[config.mk]
export PLATFORM = sky130hd
export DESIGN_NAME = ccr_unit
export DESIGN_NICKNAME = d
export VERILOG_FILES = /design/src/rtl/ccr_pkg.sv /design/src/rtl/ccr_result_eval.sv /design/src/rtl/ccr_flag_bank.sv /design/src/rtl/ccr_unit.sv
export SDC_FILE = /design/constraint.sdc
export NUM_CORES = 1
export LEC_CHECK = 0
export BUFFER_PORTS_ARGS = -buffer_cell sky130_fd_sc_hd__clkbuf_2
export CORE_MARGIN = 2
export CORE_UTILIZATION = 38
export CTS_BUF_LIST = sky130_fd_sc_hd__clkbuf_8 sky130_fd_sc_hd__clkbuf_16
export DETAILED_ROUTE_END_ITERATION = 8
export GPL_ROUTABILITY_DRIVEN = 0
export PLACE_DENSITY_LB_ADDON = 0.25
export SYNTH_ARGS = -nofsm -noshare
export SYNTH_HDL_FRONTEND = slang
export SYNTH_SLANG_ARGS = --single-unit
[constraint.sdc]
create_clock -name clk_i -period 1.1 [get_ports clk_i]
set_input_delay 0 -clock clk_i [delete_from_list [all_inputs] [get_ports clk_i]]
set_output_delay 0 -clock clk_i [all_outputs]
set_load 0.01 [all_outputs]
[src/rtl/ccr_pkg.sv]
package ccr_pkg;
  localparam int CCR_W     = 16;
  localparam int NUM_FLAGS = 7;
  localparam int IP_W      = 3;
  localparam int PK_W      = 4;

  // flag index inside the bank; word bit = FLAG_LSB + index
  localparam int FL_C  = 0;
  localparam int FL_V  = 1;
  localparam int FL_Z  = 2;
  localparam int FL_N  = 3;
  localparam int FL_EV = 4;
  localparam int FL_H  = 5;
  localparam int FL_MV = 6;

  localparam int PK_LSB   = 0;
  localparam int SM_POS   = PK_LSB + PK_W;
  localparam int IP_LSB   = SM_POS + 1;
  localparam int FLAG_LSB = IP_LSB + IP_W;
  localparam int S_POS    = FLAG_LSB + NUM_FLAGS;

  localparam logic [IP_W-1:0] IP_RST = '1;
endpackage

[src/rtl/ccr_result_eval.sv]
module ccr_result_eval #(
  parameter int RES_W    = 16,
  parameter int NARROW_W = 8
) (
  input  logic [RES_W-1:0] res_i,
  input  logic             wide_i,
  output logic             neg_o,
  output logic             zero_o
);
  generate
    if (NARROW_W < RES_W) begin : g_two_width
      always_comb begin
        if (wide_i) begin
          neg_o  = res_i[RES_W-1];
          zero_o = ~|res_i;
        end else begin
          neg_o  = res_i[NARROW_W-1];
          zero_o = ~|res_i[NARROW_W-1:0];
        end
      end
    end else begin : g_one_width
      logic unused_wide;
      assign unused_wide = wide_i;
      assign neg_o  = res_i[RES_W-1];
      assign zero_o = ~|res_i;
    end
  endgenerate
endmodule

[src/rtl/ccr_flag_bank.sv]
module ccr_flag_bank #(
  parameter int N = 7
) (
  input  logic         clk_i,
  input  logic         rst_ni,
  input  logic [N-1:0] next_i,
  input  logic [N-1:0] en_i,
  input  logic         wr_en_i,
  input  logic [N-1:0] wr_i,
  output logic [N-1:0] q_o
);
  generate
    for (genvar g = 0; g < N; g++) begin : g_flag
      always_ff @(posedge clk_i or negedge rst_ni) begin
        if (!rst_ni)       q_o[g] <= 1'b0;
        else if (wr_en_i)  q_o[g] <= wr_i[g];   // write beats update
        else if (en_i[g])  q_o[g] <= next_i[g];
      end
    end
  endgenerate
endmodule

[src/rtl/ccr_unit.sv]
module ccr_unit
  import ccr_pkg::*;
#(
  parameter int RES_W    = 16,
  parameter int NARROW_W = 8
) (
  input  logic                 clk_i,
  input  logic                 rst_ni,
  input  logic [RES_W-1:0]     res_i,
  input  logic                 res_word_i,
  input  logic                 half_carry_i,
  input  logic                 ovf31_i,
  input  logic                 ovf35_i,
  input  logic                 ovf_i,
  input  logic                 carry_i,
  input  logic [NUM_FLAGS-1:0] flag_en_i,
  input  logic                 wr_en_i,
  input  logic [CCR_W-1:0]     wr_data_i,
  input  logic                 stop_exec_i,
  output logic [CCR_W-1:0]     ccr_o,
  output logic                 s_o,
  output logic                 mv_o,
  output logic                 h_o,
  output logic                 ev_o,
  output logic                 n_o,
  output logic                 z_o,
  output logic                 v_o,
  output logic                 c_o,
  output logic [IP_W-1:0]      ip_o,
  output logic                 sm_o,
  output logic [PK_W-1:0]      pk_o,
  output logic                 stop_req_o
);
  logic                 n_calc, z_calc;
  logic [NUM_FLAGS-1:0] flag_next, flag_q;
  logic                 s_q, sm_q;
  logic [IP_W-1:0]      ip_q;
  logic [PK_W-1:0]      pk_q;

  ccr_result_eval #(.RES_W(RES_W), .NARROW_W(NARROW_W)) u_eval (
    .res_i  (res_i),
    .wide_i (res_word_i),
    .neg_o  (n_calc),
    .zero_o (z_calc)
  );

  always_comb begin
    flag_next        = '0;
    flag_next[FL_C]  = carry_i;
    flag_next[FL_V]  = ovf_i;
    flag_next[FL_Z]  = z_calc;
    flag_next[FL_N]  = n_calc;
    flag_next[FL_EV] = ovf31_i;
    flag_next[FL_H]  = half_carry_i;
    flag_next[FL_MV] = ovf35_i;
  end

  ccr_flag_bank #(.N(NUM_FLAGS)) u_bank (
    .clk_i   (clk_i),
    .rst_ni  (rst_ni),
    .next_i  (flag_next),
    .en_i    (flag_en_i),
    .wr_en_i (wr_en_i),
    .wr_i    (wr_data_i[FLAG_LSB +: NUM_FLAGS]),
    .q_o     (flag_q)
  );

  // control fields move only on a full write
  always_ff @(posedge clk_i or negedge rst_ni) begin
    if (!rst_ni) begin
      s_q  <= 1'b0;
      sm_q <= 1'b0;
      ip_q <= IP_RST;
      pk_q <= '0;
    end else if (wr_en_i) begin
      s_q  <= wr_data_i[S_POS];
      sm_q <= wr_data_i[SM_POS];
      ip_q <= wr_data_i[IP_LSB +: IP_W];
      pk_q <= wr_data_i[PK_LSB +: PK_W];
    end
  end

  always_comb begin
    ccr_o                        = '0;
    ccr_o[S_POS]                 = s_q;
    ccr_o[FLAG_LSB +: NUM_FLAGS] = flag_q;
    ccr_o[IP_LSB +: IP_W]        = ip_q;
    ccr_o[SM_POS]                = sm_q;
    ccr_o[PK_LSB +: PK_W]        = pk_q;
  end

  assign s_o  = s_q;
  assign mv_o = flag_q[FL_MV];
  assign h_o  = flag_q[FL_H];
  assign ev_o = flag_q[FL_EV];
  assign n_o  = flag_q[FL_N];
  assign z_o  = flag_q[FL_Z];
  assign v_o  = flag_q[FL_V];
  assign c_o  = flag_q[FL_C];
  assign ip_o = ip_q;
  assign sm_o = sm_q;
  assign pk_o = pk_q;

  assign stop_req_o = stop_exec_i & ~s_q;
endmodule

==> flow_summary.toml, run 1 <==
[die]
floorplan.initialDensity_pct = 39.5
floorplan.io_pins = 82
fp.dieH_um = 51.5
floorplan.die.width_um = 51.5
coreArea_um2 = 2170
fp-row-count = 17
die_area_um2 = 2650

[min_path]
hp-class = "primary input to register"

[power_and_ir_drop]
netSwitchingPower_uw = 415
p_per_area_nw_per_um2 = 1180
internal_power_mw = 1.20
power.total_mw = 1.62
switching_share_pct = 25.7
worst_ir_drop_vdd_uv = 1060
power.combinational.fraction_pct = 25.8
seqPwrFrac_pct = 43.1
p_leak_nw = 0.740
power.clock.fraction_pct = 31.1

[synthesis]
synth_area_per_cell_um2 = 11.6
synth_compound_area_share_pct = 7.01
synth.mux.area_fraction_pct = 18.8
synth.cell_area_um2 = 857
syn_inst = 74
number_of_register_bits_inferred_by_synthesis = 16
synthesis.nets = 123
synth.area.top_cells = "dfrtp_1 (38%), buf_4 (14%), mux2_2 (12%), dfstp_2 (9.2%), mux2i_1 (7.0%)"
synth.top_cell.area_share_pct = 38.0
synth_cell_type_count = 20
yosys_warn_count = 0
synth-edff-count = 0
combinational_family_with_the_most_area_after_synthesis = "multiplexers"
synth_top_flop_cell = "dfrtp_1"
async_flop_share_pct = 100
post-synth-top-count-cell = "buf_4"
synth_top_cells_by_count = "buf_4 (16), dfrtp_1 (13), mux2_2 (9)"
post_synth_fa_ha_maj_area_fraction_pct = 0
synth-simple-area-share_pct = 9.78
synth-xor-area-share_pct = 0
netlist.top_cell.by_area = "dfrtp_1"
yosysSeqAreaShare_pct = 47.2

[final_layout]
finish.instance_area_um2 = 1370
final_layout_size_suffix_gt1_share_pct = 63.1
layout.nets = 207
area.growth.synth_to_final_pct = 60.1
finalCoreUtilization_pct = 63.3
antenna_cells = 0

[placement]
post-dp-hpwl_um = 1510
port_buffers = 81
placed_instance_area_um2 = 1160

[critical_path]
critical_path_class = "register to output pin"
crit_chain = "clkbuf_2"
cp.required_ns = 1.10
worst_path_max_delay_cell = "dfstp_2"
critical_path_buf_inv_count = 1
timing.critical_path.slowest_cell_delay_ns = 0.54
critical_path.top_delay_family = "flip-flops"
cp.arrival_ns = 0.91
worstSetupEndpointType = "output pin"
cp-start-kind = "register"
critPathMaxFanout = 3

[clocking]
cts_made_buffers = 3
insertion_delay_ns = 0.24
cts_tree = "built"
clkTransAtPathRegs_ns = 0.06
htreeDepth = 1
clk_path_buf_depth = 2
cts.repair.resized = 0
numClockSinks = 16
clockRootBuffer = "clkbuf_8"

[sta]
fmax_mhz = 1100
finalSetupViolCount = 0
rsz_0062_raised_after_global_routing = "no"
tightest_slew_ns = 0.383
fin_tns_setup_ns = 0
hold_viol = 0
period_minus_slack_ns = 0.906
fin_crit_sh_pct = 82.3
final.setup_skew_ns = 0
maxSlewHeadroom_pct = 74.5
timing_max_transition_violations_final = 0

[route]
route.antenna.remaining_nets = 0
wirelength_um = 2050
average_routed_wire_per_standard_cell_um = 11.1
remaining_drc_errors = 0
drt-pass1-iter-count = 2
detail_route.vias_per_cell = 4.49
drt-initial-drc-count = 1
dr_total_vias = 831

[global_routing]
vias_in_the_first_global_route = 786
grt_first_pass_wirelength_um = 3420
grt_start_max_net_pins = 17
global_route.overflow_total = 0
antenna_found_initial = 0
globalRouteTotalUtil_pct = 17.5

[outcome]
status = "finished, final reports clean"

[flow_run]
max_cap_violations = 0
[stage by stage]
stage / setup WS (ns) / cells / hold WS [ns]
floorplan: 0.297 / 74 / -0.296
global placement: 0.255 / 165 / -0.0623
detailed placement: 0.201 / 165 / -0.0574
CTS: 0.187 / 185 / 0.0261
global route: 0.145 / 185 / 0.0396
finish: 0.194 / 185 / 0.0277
[per-layer routing]
metal	GRT usage [%]	vias up	share of wire, %
met5	0	-	0
met4	6.58	0	0.68
met3	3.16	2	8.2
met2	33.3	41	55
met1	18.9	381	36
li1	-	407	-
[state kept, by name, summed over array words and instances, names as in the netlist]
name        count
ip_o            3
s_o             1
u_bank.q_o      7
pk_o            4
sm_o            1
[power groups by stage]
| stage | registers [mW] | clock network, mW | logic (mW) |
|---|---|---|---|
| finish | 0.696 | 0.503 | 0.418 |
| global route | 0.707 | 0.552 | 0.463 |
| CTS | 0.697 | 0.521 | 0.420 |
| detailed placement | 0.707 | 0 | 0.374 |
| global placement | 0.702 | 0 | 0.373 |
| floorplan | 0.731 | 0 | 0.208 |
[layout make-up]
cell class | count | area (um2)
Clock buffer | 4 | 55.1
Fill cell | 191 | 797
Multi-Input combinational cell | 39 | 305
Sequential cell | 16 | 404
Tap cell | 28 | 35.0
Timing Repair Buffer | 98 | 573
[cells by family (layout without fill, tap and decap cells)]
kind of cell,count (synthesis),count (layout)
flip-flops,16,16
buffers and inverters,19,102
AND/OR/NAND/NOR,14,14
AO/OA/AOI/OAI,10,10
multiplexers,15,15
[cell usage in the layout, fill, tap and decap left out]
| master | n |
|---|---|
| a211oi_1 | 1 |
| a21boi_0 | 1 |
| nor2b_1 | 1 |
| mux2_2 | 9 |
| clkbuf_8 | 4 |
| dfstp_2 | 3 |
| dfrtp_1 | 13 |
| clkbuf_2 | 81 |
| nand3_1 | 1 |
| nor4_4 | 1 |
| o21ai_1 | 1 |
| a22oi_1 | 1 |
| a21o_1 | 1 |
| nor4b_1 | 1 |
| nor2_1 | 3 |
| dlygate4sd3_1 | 16 |
| buf_4 | 1 |
| nor4_1 | 2 |
| o21ai_0 | 5 |
| mux2i_1 | 6 |
| nand2_1 | 5 |
[path summary, 6_finish.rpt]
| kind | startpoint | to | slack (ns) | depth (start not counted) |
|---|---|---|---|---|
| setup / recovery | ip_o[2] | ccr_o[7] | 0.19 | 1 |
| min in group asynchronous | rst_ni | u_bank.q_o[2] | 0.20 | 2 |
| hold reg to reg | sm_o | sm_o | 0.54 | 1 |
| setup reg to reg | u_bank.q_o[3] | u_bank.q_o[3] | 0.30 | 3 |
| hold / removal | res_i[6] | u_bank.q_o[2] | 0.03 | 4 |
| max in group asynchronous | rst_ni | ip_o[2] | 0.58 | 2 |
[worst reg2reg max path: stages, from the launching register on]
cell,delay [ns]
dfrtp_1,0.37
nor2_1,0.05
a211oi_1,0.23
a21o_1,0.11
[timing repair]
action | CTS | global route
hold buffers | 16 | 0
buffers inserted | 0 | 0
hold endpoints to repair | 31 | 0
Note: power is estimated with default switching activity, not from simulation.
==> inputs of run 2 (changes only) <==
Settings changed: ABC_AREA from default to 1, CORE_UTILIZATION 38 to 37.
Clock period 1.1 ns to 0.9 ns, I/O delays scaled along.
==> run 2 against run 1 <==
Setup slack worse by 0.20 ns. Critical path depth unchanged. Largest cell class unchanged. Design area up 6.7%. Power up 24%. Critical endpoint unchanged. Synthesized cell count up 58%. The run now ends with setup timing left. Highest routed layer unchanged. Via count up 19%. Combinational power up 26%. Non-clock buffer count up 2. Sequential power up 22%. Synthesized area up 6.0%. Critical path type unchanged.
==> flow_summary.toml, run 2 <==
[sta]
tightest_slew_ns = 0.395
fmax_mhz = 1100
hold_viol = 0
maxSlewHeadroom_pct = 73.7
period_minus_slack_ns = 0.908
final.setup_skew_ns = 0
timing_max_transition_violations_final = 0
finalSetupViolCount = 5
setup_slack_ns = -0.00820
fin_crit_sh_pct = 101
rsz_0062_raised_after_global_routing = "yes"

[die]
floorplan.io_pins = 82
floorplan.initialDensity_pct = 39.9
fp-row-count = 17
coreArea_um2 = 2280
floorplan.die.width_um = 53.6
die_area_um2 = 2870
fp.dieH_um = 53.6

[power_and_ir_drop]
worst_ir_drop_vdd_uv = 844
p_leak_nw = 0.853
p_per_area_nw_per_um2 = 1360
power.total_mw = 2.00

[placement]
post-dp-hpwl_um = 1690
place_inst = 209
port_buffers = 81

[critical_path]
worst_path_max_delay_cell = "dfstp_2"
crit_chain = "buf_6"
critical_path_buf_inv_count = 1
cp.arrival_ns = 0.91
r2r-end = "u_bank.q_o[6]"
cp.required_ns = 0.90
critPathLaunch = "ip_o[2]"
timing.critical_path.slowest_cell_delay_ns = 0.56
reg2reg_from = "u_bank.q_o[6]"
critical_path_class = "register to output pin"
critical_path.top_delay_family = "flip-flops"
critPathMaxFanout = 3
worstSetupEndpointType = "output pin"
cp-start-kind = "register"
rrSetupSlack_ns = 0.15
r2r_cells = 2

[global_routing]
global_route.overflow_total = 0
global_routing_s_busiest_layer = "met2"
antenna_found_initial = 0
grt.met3_usage_pct = 5.00
met1_usage_pct = 18.7
groute.layer.met2.usage_pct = 36.8
grt_first_pass_wirelength_um = 3910
vias_in_the_first_global_route = 983
grt_start_max_net_pins = 17
globalRouteTotalUtil_pct = 18.5

[synthesis]
synthesis.nets = 166
synth_cell_type_count = 15
synth_area_per_cell_um2 = 7.76
synth.cell_area_um2 = 908
synth-edff-count = 0
synth_top_cells_by_count = "nand2_1 (41), buf_4 (17), nor2_1 (15)"
yosys_warn_count = 0
synth.area.top_cells = "dfrtp_1 (36%), nand2_1 (17%), buf_4 (14%), dfstp_2 (8.7%), nor2_1 (6.2%)"
yosysSeqAreaShare_pct = 44.5
synth.top_cell.area_share_pct = 35.8
number_of_register_bits_inferred_by_synthesis = 16
synth_top_flop_cell = "dfrtp_1"
netlist.top_cell.by_area = "dfrtp_1"
post-synth-top-count-cell = "nand2_1"
syn_inst = 117
async_flop_share_pct = 100

[final_layout]
layout.nets = 252
most-common-layout-cells = "clkbuf_2 (74), nand2_1 (41), dlygate4sd3_1 (17), nor2_1 (15), dfrtp_1 (13)"
regMostFlops = "u_bank.q_o"
mostFrequentLayoutCell = "clkbuf_2"
fillerInstances = 208
final_cells = 230
final_layout_size_suffix_gt1_share_pct = 47.0
flip_flop_count_of_the_largest_register_all_copies_and_words_added = 7
area.growth.synth_to_final_pct = 61.2
antenna_cells = 0

[min_path]
hold-path-endpoint = "u_bank.q_o[3]"
hp-class = "primary input to register"
number_of_cells_on_the_worst_hold_path = 3
holdCritStartpoint = "flag_en_i[3]"

[clocking]
insertion_delay_ns = 0.24
numClockSinks = 16
clkTransAtPathRegs_ns = 0.06
cts_tree = "built"
htreeDepth = 1
cts_made_buffers = 3
post_cts_buffers = 0
clk_path_buf_depth = 2
clockRootBuffer = "clkbuf_8"

[outcome]
status = "finished, violations left"
failed_checks = "setup timing"

[route]
drt-initial-drc-count = 11
average_routed_wire_per_standard_cell_um = 9.99
dr_total_vias = 988
drt-pass1-iter-count = 4
wirelength_um = 2300
detail_route.vias_per_cell = 4.30
remaining_drc_errors = 0
route.antenna.remaining_nets = 0

[flow_run]
max_cap_violations = 0
run 2: changes by cell type in the layout (fill, tap and decap cells not counted), moves of 2 or more:
cell      delta
buf_2        +3
buf_6        +4
clkbuf_2     -7
inv_1        +8
mux2_2       -9
mux2i_1      -6
nand2_1     +36
nor2_1      +12
nor4_1       -2
o21ai_0      +6
run 2: how the worst max path moves through the flow:
stage,cells past startpoint,to,slack [ns]
CTS,1,ccr_o[6],-0.02
finish,1,ccr_o[7],-0.008
floorplan,2,u_bank.q_o[1],0.16
global route,1,ip_o[2],-0.04
global placement,2,u_bank.q_o[5],0.18
detailed placement,2,u_bank.q_o[6],0.16
run 2: where the power goes:
group	switching (mW)	total, mW	internal, mW	leakage (nW)
clock	0.236	0.623	0.387	0.0288
combinational	0.249	0.527	0.278	0.636
sequential	0.0543	0.848	0.794	0.189
run 2: timing repair:
item                                    CTS  global route
hold buffers                             17             0
gates cloned                              0             0
hold endpoints to repair                 32             0
resized for setup                         0            11
pin swaps                                 1             0
endpoints found under the setup margin    7             7
run 2: area by class of cell:
type | count | area [um2] | area share, %
Timing Repair Buffer | 100 | 616 | 42.1
Clock buffer | 4 | 55.1 | 3.76
Sequential cell | 16 | 404 | 27.6
Tap cell | 28 | 35.0 | 2.39
Multi-Input combinational cell | 73 | 318 | 21.7
Inverter | 9 | 36.3 | 2.48
run 2: cells by family after synthesis:
kind of cell	after synthesis	share of synthesized area, %
simple gates	60	26.7
flops	16	44.5
buf+inv	28	20.5
compound gates	13	8.26
run 2: routing by layer:
metal  up-vias  wire length, um
li1        509                -
met1       427              890
met2        50             1190
met3         2              188
met4         0               24
met5         -                0
run 2: stage by stage:
step / setup slack (ns) / util, % / hold slack, ns / instance area, um2 / TNS [ns]
floorplan: 0.158 / - / -0.296 / 908 / 0
global placement: 0.180 / 53.3 / -0.0532 / 1210 / 0
detailed placement: 0.160 / 53.3 / -0.0498 / 1210 / 0
CTS: -0.0222 / 63.2 / 0.0197 / 1440 / -0.108
global route: -0.0359 / 64.3 / 0.0393 / 1460 / -0.222
finish: -0.00820 / 64.3 / 0.0209 / 1460 / -0.0266
==> inputs of run 3 (changes only) <==
Settings changed: CORE_UTILIZATION 37 to 40, SYNTH_HIERARCHICAL from default to 1.
Clock period 0.9 ns to 1.1 ns, I/O delays scaled along.
==> run 3 against run 2 <==
Power is 18% lower. The flow now finishes without violations. Global-route usage rose by 0.29 points. Design area is 1.5% higher. Setup slack improved by 0.18 ns. Via count rose by 11%. Register-to-register slack improved by 0.22 ns. Worst hold slack better by 0.018 ns. Routed wire length rose by 7.5%.
==> flow_summary.toml, run 3 <==
[outcome]
status = "finished, final reports clean"

[sta]
finalSetupViolCount = 0
fin_crit_sh_pct = 84.2
tightest_slew_ns = 0.375
fmax_mhz = 1080
setup_slack_ns = 0.174
timing_max_transition_violations_final = 0
fin_tns_setup_ns = 0
maxSlewHeadroom_pct = 75.0
hold_viol = 0
rsz_0062_raised_after_global_routing = "no"
final.setup_skew_ns = 0
period_minus_slack_ns = 0.926

[synthesis]
synth_top_flop_cell = "dfrtp_1"
synth_area_per_cell_um2 = 6.87
yosysSeqAreaShare_pct = 42.3
syn_inst = 139
netlist.top_cell.by_area = "dfrtp_1"
synthesis.nets = 188
synth_cell_type_count = 11
synth-edff-count = 0
number_of_register_bits_inferred_by_synthesis = 16
post-synth-top-count-cell = "nand2_1"
synth.area.top_cells = "dfrtp_1 (34%), nand2_1 (24%), buf_4 (13%), inv_1 (9.0%), dfstp_2 (8.3%)"
synth.top_cell.area_share_pct = 34.1
synth_top_cells_by_count = "nand2_1 (60), inv_1 (23), buf_4 (16)"
synth.cell_area_um2 = 955
yosys_warn_count = 6
async_flop_share_pct = 100

[critical_path]
critical_path.top_delay_family = "flip-flops"
r2r-end = "u_bank/q_o[3]"
cp.arrival_ns = 0.93
critical_path_class = "register to output pin"
critPathLaunch = "ip_o[1]"
critical_path_buf_inv_count = 1
worstSetupEndpointType = "output pin"
cp.required_ns = 1.10
crit_chain = "clkbuf_2"
timing.critical_path.slowest_cell_delay_ns = 0.55
rrSetupSlack_ns = 0.37
cp-start-kind = "register"
reg2reg_from = "u_bank/q_o[3]"
critPathMaxFanout = 3
r2r_cells = 4
critPathCapture = "ip_o[1]"
worst-path-stages = 1
worst_path_max_delay_cell = "dfstp_2"

[route]
remaining_drc_errors = 0
drt-initial-drc-count = 10
dr_total_vias = 1093
route.antenna.remaining_nets = 0
wirelength_um = 2470
drt-pass1-iter-count = 4
average_routed_wire_per_standard_cell_um = 9.80
detail_route.vias_per_cell = 4.34

[clocking]
clkTransAtPathRegs_ns = 0.06
clockRootBuffer = "clkbuf_8"
cts_made_buffers = 3
clk_path_buf_depth = 2
insertion_delay_ns = 0.24
htreeDepth = 1
cts_tree = "built"
cts.repair.resized = 0
numClockSinks = 16

[global_routing]
globalRouteTotalUtil_pct = 18.8
grt_start_max_net_pins = 17
antenna_found_initial = 0
global_route.overflow_total = 0
grt_first_pass_wirelength_um = 3830
vias_in_the_first_global_route = 1038

[final_layout]
final_cells = 252
mostFrequentLayoutCell = "clkbuf_2"
layout.nets = 274
finish.instance_area_um2 = 1490
flip_flop_count_of_the_largest_register_all_copies_and_words_added = 7
regMostFlops = "u_bank/q_o"
antenna_cells = 0
most-common-layout-cells = "clkbuf_2 (81), nand2_1 (60), inv_1 (23), dlygate4sd3_1 (17), dfrtp_1 (13)"
final_layout_size_suffix_gt1_share_pct = 41.1
area.growth.synth_to_final_pct = 55.6
finalCoreUtilization_pct = 66.5
fillerInstances = 210

[die]
die_area_um2 = 2790
coreArea_um2 = 2230
floorplan.io_pins = 82
floorplan.die.width_um = 52.9
fp-row-count = 17
fp.dieH_um = 52.9
floorplan.initialDensity_pct = 42.7

[power_and_ir_drop]
p_per_area_nw_per_um2 = 1100
p_leak_nw = 0.957
worst_ir_drop_vdd_uv = 753

[placement]
place_inst = 231
post-dp-hpwl_um = 1900
placed_instance_area_um2 = 1260
dp_slack_ns = 0.328
port_buffers = 81

[min_path]
hp-class = "primary input to register"
number_of_cells_on_the_worst_hold_path = 4

[flow_run]
max_cap_violations = 0
run 3: worst min path at each step:
stage	startpoint	end	slack, ns
floorplan	rst_ni	pk_o[0]	-0.30
global route	flag_en_i[4]	u_bank/q_o[4]	0.06
CTS	flag_en_i[4]	u_bank/q_o[4]	0.04
global placement	rst_ni	u_bank/q_o[0]	-0.06
finish	flag_en_i[0]	u_bank/q_o[0]	0.04
detailed placement	rst_ni	u_bank/q_o[0]	-0.06
run 3: stage by stage:
stage / total power [mW] / hold slack (ns)
after CTS: 1.65 / 0.0392
after detailed placement: 1.09 / -0.0557
after global routing: 1.74 / 0.0605
final: 1.63 / 0.0386
after global placement: 1.08 / -0.0588
after floorplan: 0.941 / -0.296
run 3: layout make-up:
cell class	instances	area, um2	share of cell area (%)
clock buffer	4	55.1	3.71
inverter	25	93.8	6.32
multi-input combinational	80	314	21.1
sequential	16	404	27.2
tap	28	35.0	2.36
timing repair buffer	99	583	39.3
run 3: per-layer routing:
metal | wire length, um | vias to the layer above | track usage (%)
met3 | 149 | 6 | 3.11
met1 | 906 | 484 | 17.2
li1 | - | 558 | -
met5 | 0 | - | 0
met2 | 1360 | 45 | 39.0
met4 | 51 | 0 | 8.12
run 3: cells by family (layout without fill, tap and decap cells):
kind of cell	count (synthesis)	after routing	synth area share (%)
buffers and inverters	43	128	24.8
AND/OR/NAND/NOR	80	80	32.9
flip-flops	16	16	42.3
run 3: what timing repair did:
item | in CTS | in global routing
hold buffers | 17 | 0
endpoints found under the hold margin | 32 | 0
setup buffers | 0 | 0
run 3: power breakdown:
part	total [mW]	switching, mW	internal, mW
Combinational	0.436	0.218	0.218
Clock	0.504	0.188	0.317
Sequential	0.691	0.0409	0.650
Total	1.63	0.447	1.18
